### src/rtl/addr_break_unit.sv
module addr_break_unit #(
  parameter logic [15:0] VEC_NORMAL  = 16'hFFFC,
  parameter logic [15:0] VEC_MONITOR = 16'hFEFC
) (
  input  logic        clk,
  input  logic        rst_n,
  input  logic [1:0]  reg_sel,
  input  logic        reg_wr,
  input  logic [7:0]  reg_wdata,
  output logic [7:0]  reg_rdata,
  input  logic [15:0] cpu_addr,
  input  logic        pc_fetch,
  input  logic        instr_done,
  input  logic        rti_done,
  input  logic        monitor_mode,
  output logic        swi_inject,
  output logic [15:0] vec_addr,
  output logic        break_busy
);
  localparam int BYTE_W  = 8;
  localparam int ARM_BIT = 0;
  localparam int ACT_BIT = 1;

  typedef enum logic [1:0] {S_IDLE, S_PEND, S_BRK} st_t;

  st_t              st;
  logic             arm;
  logic [BYTE_W-1:0] bp_hi, bp_lo;

  logic ctrl_wr, sw_set, sw_clr, hi_hit, lo_hit, addr_hit;

  assign ctrl_wr  = reg_wr && (reg_sel == 2'd0);
  assign sw_set   = ctrl_wr &&  reg_wdata[ACT_BIT];
  assign sw_clr   = ctrl_wr && !reg_wdata[ACT_BIT];
  assign hi_hit   = (cpu_addr[2*BYTE_W-1:BYTE_W] == bp_hi);
  assign lo_hit   = (cpu_addr[BYTE_W-1:0] == bp_lo);
  assign addr_hit = arm && pc_fetch && hi_hit && lo_hit;

  always_ff @(posedge clk or negedge rst_n) begin
    if (!rst_n) begin
      arm   <= 1'b0;
      bp_hi <= '0;
      bp_lo <= '0;
    end else if (reg_wr) begin
      case (reg_sel)
        2'd0:    arm   <= reg_wdata[ARM_BIT];
        2'd1:    bp_hi <= reg_wdata;
        2'd2:    bp_lo <= reg_wdata;
        default: ;
      endcase
    end
  end

  always_ff @(posedge clk or negedge rst_n) begin
    if (!rst_n) st <= S_IDLE;
    else begin
      case (st)
        S_IDLE: if (sw_set || addr_hit) st <= S_PEND;
        S_PEND: if (sw_clr) st <= S_IDLE;
                else if (instr_done) st <= S_BRK;
        S_BRK:  if (sw_clr || rti_done) st <= S_IDLE;
        default: st <= S_IDLE;
      endcase
    end
  end

  assign swi_inject = (st == S_PEND) && instr_done && !sw_clr;
  assign break_busy = (st == S_BRK);
  assign vec_addr   = monitor_mode ? VEC_MONITOR : VEC_NORMAL;

  always_comb begin
    case (reg_sel)
      2'd0:    reg_rdata = {6'b0, st != S_IDLE, arm};
      2'd1:    reg_rdata = bp_hi;
      2'd2:    reg_rdata = bp_lo;
      default: reg_rdata = 8'h00;
    endcase
  end
endmodule


### config.mk
export PLATFORM = sky130hd
export DESIGN_NAME = addr_break_unit
export DESIGN_NICKNAME = d
export VERILOG_FILES = /design/src/rtl/addr_break_unit.sv
export SDC_FILE = /design/constraint.sdc
export NUM_CORES = 1
export LEC_CHECK = 0
export BUFFER_PORTS_ARGS = -buffer_cell sky130_fd_sc_hd__buf_2
export CORE_MARGIN = 2
export CORE_UTILIZATION = 44
export CTS_CLUSTER_SIZE = 10
export DETAILED_ROUTE_END_ITERATION = 10
export GPL_TIMING_DRIVEN = 0
export PLACE_DENSITY = 0.78
export SYNTH_ARGS = -nofsm -noshare
export SYNTH_HDL_FRONTEND = slang
export SYNTH_SLANG_ARGS = --single-unit
### constraint.sdc
create_clock -name clk -period 3.5 [get_ports clk]
set_clock_uncertainty 0.15 [all_clocks]
set_input_delay 0.525 -clock clk [delete_from_list [all_inputs] [get_ports clk]]
set_output_delay 0.525 -clock clk [all_outputs]
set_load 0.02 [all_outputs]
==> impl_results.md, run 1 <==
- Total grt overflow: 0
- Most common cell on crit path: buf_2
- Clock share of power: 18.2%
- Tot Pwr: 601 µW
- Leakage: 0.000784 µW
- CTS hold repair buffers: 0
- Run status: completed
- Setup TNS Final: 0 ns
- Ys Warns: 0
- Slowest stage cell on the critical path: nor2b_1
- Area Growth Syn to Fin: 27.3%
- Die width: 55.9 µm
- Kind of critical path: in -> out
- Residual DRC: 0
- Num rows: 18
- Final Hold Fails: 0
- CP required: 2.82 ns
- Clock transition at the registers of the reported paths: 0.11 ns
- Share of cells above drive strength 1: 47.6%
- Critical path capture point type: output port
- H-tree depth: 1
- Vias/cell: 4.77
- Yosys cell types: 25
- Full die area: 3120 µm²
- Root Driver: clkbuf_4
- Core area: 2520 µm²
- Critical path, cell by cell: buf_2 -> nor2b_1 -> a22o_1 -> buf_2
- Maximum vdd drop: 0.000317 V
- Cell count after synthesis: 109
- Synthesized area per cell: 10.9 µm²
- Period utilisation layout: 63.2%
- Initial DRC count: 6
- Post-Syn Area: 1180 µm²
- Initial Util: 46.9%
- Post-CTS setup buffer count: 0
- Layout net count: 202
- Worst hold path type: in -> async
- Final min period: 2.21 ns
- Largest net degree at the start of global routing: 20
- Sw Share: 33.2%
- All-Layer GR Usage: 17.0%
- #FFs+latches synth: 19
- Slew Viols, Final: 0
- Total CTS buffers: 3
- Clock Latency Late Sink: 0.29 ns
- CTS Sinks: 19
- CTS tree: yes
- I/O pins: 59
- RSZ-0062 raised after global routing: no
- Pint: 402 µW
- # port buffers: 42
- Most common cell after layout, fill and taps aside: buf_2
- Power share of the combinational group: 32.3%
- P_sw: 199 µW
- Routability Congestion: 0.749
- ANT nets after route: 0
- DR pass1 iterations: 4
- Via count: 944
- Slowest stage delay, CP: 0.46 ns
- Max-cap violations: 0
- Die height: 55.9 µm
- Arrival @ worst endpoint: 1.54 ns
- Relative slew slack: 62.2%
- Crit-path leading delay family: simple AND/OR/NAND/NOR gates
- Final setup viols: 0
- Initial antenna violation count: 0
- Vias in the first global route: 958
- Slew @ Worst Pin: 0.559 ns
- WL/cell: 13.0 µm
- Critical Path Start Type: input pin
- First-pass GRT wire length: 4270 µm
- Worst path bufs/invs: 2
- Most frequent cells in the layout: 43 x buf_2, 19 x dfrtp_1, 17 x mux2_2, 16 x buf_4, 16 x xor2_1
- Post-DP HPWL: 2030 µm
- Fmax achieved: 0.452 GHz
- Seq/Total Area, Yosys: 40.2%
- Worst path depth: 4
- Longest Clk Path Bufs: 2
- Post-cts resize count: 0
- # diodes: 0
- Worst-path maximum fanout: 8
- Reg2reg path depth: 4
- Routed wire length: 2570 µm
- Power Density: 399 nW/µm²
- Seq pwr share: 49.5%
==> metrics by stage <==
step	instances	hold WS, ns	util (%)	cell area (µm²)	setup WS (ns)
final	198	0.00309	59.7	1510	1.29
after global routing	198	0.0169	59.7	1510	1.21
after detailed placement	194	0.333	58.7	1480	1.28
after CTS	198	0.0127	59.7	1510	1.27
after floorplan	122	0.0794	-	1230	1.54
after global placement	194	0.326	58.7	1480	1.29
==> worst register-to-register path, stage by stage, from the launching register on <==
cell     delay [ns]
dfrtp_1        0.42
xor2_1         0.17
nor4_1         0.42
nand4_1        0.13
o41ai_1        0.30
==> cell families after synthesis <==
logic type	Yosys count	synth area share, %
mux	18	17.0
flops	19	40.2
other cells	2	0.634
buf+inv	19	11.2
xor+xnor	16	11.8
simple gates	23	11.6
compound gates	12	7.50
==> state kept, by name (all words and copies together) (netlist names) <==
register	count
arm	1
bp_lo	8
bp_hi	8
st	2
==> final timing paths <==
check / from / to / slack, ns
max: reg_sel[0] / reg_rdata[7] / 1.29
min: rst_n / bp_hi[6]$_DFFE_PN0P_ / 0.003
max reg2reg: bp_lo[5]$_DFFE_PN0P_ / st[0]$_DFFE_PN0P_ / 1.80
min reg2reg: arm$_DFFE_PN0N_ / arm$_DFFE_PN0N_ / 0.41
max in group asynchronous: rst_n / arm$_DFFE_PN0N_ / 2.90
min in group clk: reg_wdata[2] / bp_lo[2]$_DFFE_PN0P_ / 0.32
==> synthesized netlist by cell type (all sizes together) <==
master,number,area (µm²)
dfrtp,19,475
buf,17,125
mux2,17,191
xor2,16,140
a22o,6,52.6
nand2,5,26.3
nor4,4,25.0
nor2,3,11.3
nor2b,3,18.8
o21ai,3,15.0
and2b,2,15.0
conb,2,7.51
inv,2,7.51
a21oi,1,5.00
mux2i,1,10.0
nand2b,1,6.26
nand3b,1,7.51
nand4,1,6.26
nor3,1,5.00
nor3b,1,7.51
nor4b,1,8.76
o31ai,1,7.51
o41ai,1,8.76
==> area by class of cell <==
cell class | count | area, µm²
fillers | 235 | 1020
multi-input cells | 84 | 624
clock buffers | 4 | 26.3
plain buffers | 17 | 125
inverters | 2 | 7.51
well taps | 30 | 37.5
repair buffers | 42 | 210
flip-flops and latches | 19 | 475
==> power groups by stage <==
stage	Combinational [µW]	Clock (µW)	Sequential, µW
after floorplan	140	0	291
after global placement	189	0	298
after detailed placement	194	0	302
after CTS	195	111	297
after global routing	213	124	304
final	194	109	298
==> per-layer routing <==
| layer | global-route usage [%] | part of all wire, % | vias up |
|---|---|---|---|
| met5 | 0 | 0 | - |
| met4 | 6.46 | 1.3 | 0 |
| met3 | 3.72 | 7.5 | 4 |
| met2 | 27.9 | 47 | 46 |
| met1 | 22.0 | 44 | 428 |
| li1 | - | - | 466 |
Power figures use the tool's default switching activity.
==> inputs of run 2 (changes only) <==
- ABC_AREA: default -> 1
- CORE_UTILIZATION: 44 -> 43
- PLACE_DENSITY: 0.78 -> 0.77
- clock period: 3.5 -> 1.86 ns (I/O delays scaled with it)
==> impl_results.md, run 2 <==
- # port buffers: 43 (+2.4%)
- Root Driver: clkbuf_4
- Commonest cells in the netlist: 58 x nand2_1, 35 x inv_1, 19 x dfrtp_1
- Pint: 772 µW (+92%)
- Worst-path maximum fanout: 4 (-4)
- Non-Filler Instances: 301 (+52%)
- Power Density: 729 nW/µm² (+83%)
- Longest Clk Path Bufs: 2 (unchanged)
- Synth Area in XOR/XNOR: 3.20% (-8.6 points)
- Core area: 3050 µm² (+21%)
- Asr flop ratio synth: 100% (unchanged)
- Power share of the combinational group: 39.2% (+6.9 points)
- R2r setup slk: 0.55 ns (-1.25 ns)
- I/O pins: 59 (unchanged)
- Clock share of power: 16.9% (-1.3 points)
- Post-synth top area cell: dfrtp_1
- Top-count cell post-synth: nand2_1
- Clock transition at the registers of the reported paths: 0.11 ns (about the same)
- Routed wire length: 2880 µm (+12%)
- Total grt overflow: 0 (unchanged)
- # diodes: 0 (unchanged)
- Cell count after synthesis: 196 (+80%)
- Arrival @ worst endpoint: 1.27 ns (-0.27 ns)
- Final min period: 1.70 ns
- ANT nets after route: 0 (unchanged)
- Most common cell after layout, fill and taps aside: nand2_1
- Worst hold path type: in -> reg
- All-Layer GR Usage: 17.2% (+0.17 points)
- CTS Sinks: 19 (unchanged)
- #FFs+latches synth: 19 (unchanged)
- Ys Warns: 0 (unchanged)
- Via count: 1253 (+33%)
- Seq pwr share: 43.9% (-5.6 points)
- Maximum vdd drop: 0.000331 V (+4.7%)
- Post-CTS setup buffer count: 0 (unchanged)
- Run status: completed
- Worst r2r src: bp_lo[0]$_DFFE_PN0P_
- Vias/cell: 4.16 (-13%)
- WL/cell: 9.56 µm (-26%)
- Synthesized area per cell: 6.99 µm² (-36%)
- Main synth FF type: dfrtp_1
- Initial Util: 44.9% (-2.0 points)
- Total CTS buffers: 3 (unchanged)
- Residual DRC: 0 (unchanged)
- CTS tree: yes
- Post-synth top area share: 34.7% (-5.5 points)
- P_sw: 486 µW (+140%)
- Post-synthesis mux area share: 0% (-17 points)
- Leakage: 0.00101 µW (+29%)
- Reg2Reg Capture Point: st[0]$_DFFE_PN0P_
- Setup TNS Final: 0 ns (unchanged)
- Post-Syn Area: 1370 µm² (+16%)
- Layout net count: 291 (+44%)
- Share of cells above drive strength 1: 34.2% (-13 points)
- Largest net degree at the start of global routing: 20 (unchanged)
- Max-cap violations: 0 (unchanged)
- Area Growth Syn to Fin: 26.0%
- Tot Pwr: 1260 µW (+110%)
- Largest family of logic cells by synthesized area: simple AND/OR/NAND/NOR gates
- Period utilisation layout: 91.2%
- DR pass1 iterations: 4 (unchanged)
- Slew Viols, Final: 0 (unchanged)
- Die width: 60.4 µm (+8.2%)
- Yosys cell types: 23 (-8.0%)
- CTS hold repair buffers: 1 (+1)
- Post-DP HPWL: 2310 µm (+14%)
- Kind of critical path: reg -> out
- Most frequent cells in the layout: 58 x nand2_1, 43 x buf_2, 35 x inv_1, 19 x dfrtp_1
- First-pass GRT wire length: 4590 µm (+7.4%)
- Area fraction in compound gates after synthesis: 13.0% (+5.5 points)
- EDFF count, synth: 0 (unchanged)
- Reg2reg path depth: 9 (+5)
- Area after DPL: 1690 µm² (+14%)
- Die height: 60.4 µm (+8.2%)
- Setup crit start: st[0]$_DFFE_PN0P_
- Synth Area in Adders: 0% (unchanged)
- Critical Path Start Type: register
- Post-cts resize count: 0 (unchanged)
- Final non-filler cell area: 1730 µm² (+15%)
- Final Hold Fails: 0 (unchanged)
- Initial DRC count: 10 (+4)
- Placed instance count: 296 (+53%)
- Num rows: 20 (+2)
- CP required: 1.43 ns (-1.39 ns)
- Seq/Total Area, Yosys: 34.7% (-5.5 points)
- H-tree depth: 1 (unchanged)
- Worst hold margin: 0.0698 ns (+0.0667 ns)
- Final setup viols: 0 (unchanged)
- RSZ-0062 raised after global routing: no
- Routability Congestion: 0.812 (+8.5%)
- Fmax achieved: 0.590 GHz
- Biggest regs: bp_hi: 8 flops, bp_lo: 8 flops, st: 2 flops
- Sw Share: 38.6% (+5.5 points)
- Crit path to: reg_rdata[1]
- Largest cells by area after synthesis: dfrtp_1 35%, nand2_1 16%, inv_1 9.6%
- Critical path capture point type: output port
- Full die area: 3650 µm² (+17%)
- Clock Latency Late Sink: 0.30 ns (about the same)
- Vias in the first global route: 1086 (+13%)
- Initial antenna violation count: 0 (unchanged)
- Synth Area in Simple Gates: 27.8% (+16 points)
run 2: power groups by stage:
stage / sequential, µW / combinational (µW) / clock (µW)
2_1_floorplan: 545 / 371 / 0
3_3_place_gp: 557 / 487 / 0
3_5_place_dp: 560 / 493 / 0
4_1_cts: 551 / 497 / 225
5_1_grt: 563 / 558 / 242
6_report: 552 / 494 / 213
run 2: how the worst min path moves through the flow:
stage                 start                   end  slack (ns)  cells after the start
2_1_floorplan         rst_n       arm$_DFFE_PN0N_       -0.17                      0
6_report       reg_wdata[2]  bp_hi[2]$_DFFE_PN0P_        0.07                      3
3_5_place_dp          rst_n  bp_lo[5]$_DFFE_PN0P_         0.1                      1
4_1_cts        reg_wdata[2]  bp_hi[2]$_DFFE_PN0P_        0.06                      3
5_1_grt        reg_wdata[7]  bp_hi[7]$_DFFE_PN0P_        0.07                      3
3_3_place_gp          rst_n  bp_hi[5]$_DFFE_PN0P_        0.09                      1
run 2: per-layer routing:
layer	part of all wire [%]	vias up	global-route usage [%]
li1	-	684	-
met1	47	530	22.2
met2	47	34	29.0
met3	4.0	5	2.13
met4	1.8	0	7.45
met5	0	-	0
run 2: worst max-delay path, stage by stage (launching register included):
cell and delay [ns]:
dfrtp_1 0.43, nor2_1 0.20, o221ai_1 0.15, buf_2 0.18
run 2: through the flow:
| step | util (%) | worst slack, ns |
|---|---|---|
| after floorplan | - | 0.407 |
| after CTS | 56.6 | 0.156 |
| after detailed placement | 55.3 | 0.299 |
| final | 56.6 | 0.164 |
| after global routing | 56.6 | 0.0937 |
| after global placement | 55.3 | 0.290 |
run 2: logic make-up (layout without fill, tap and decap cells):
family,Yosys count,after routing
buf+inv,57,105
compound gates,27,27
other cells,2,15
xor+xnor,5,5
flops,19,19
simple gates,86,86
run 2: layout make-up:
type / instances / area, µm²
Fill cell: 332 / 1330
Sequential cell: 19 / 475
Buffer: 17 / 135
Clock buffer: 3 / 22.5
Clock inverter: 1 / 5.00
Inverter: 40 / 150
Timing Repair Buffer: 44 / 225
Multi-Input combinational cell: 133 / 658
Tap cell: 44 / 55.1
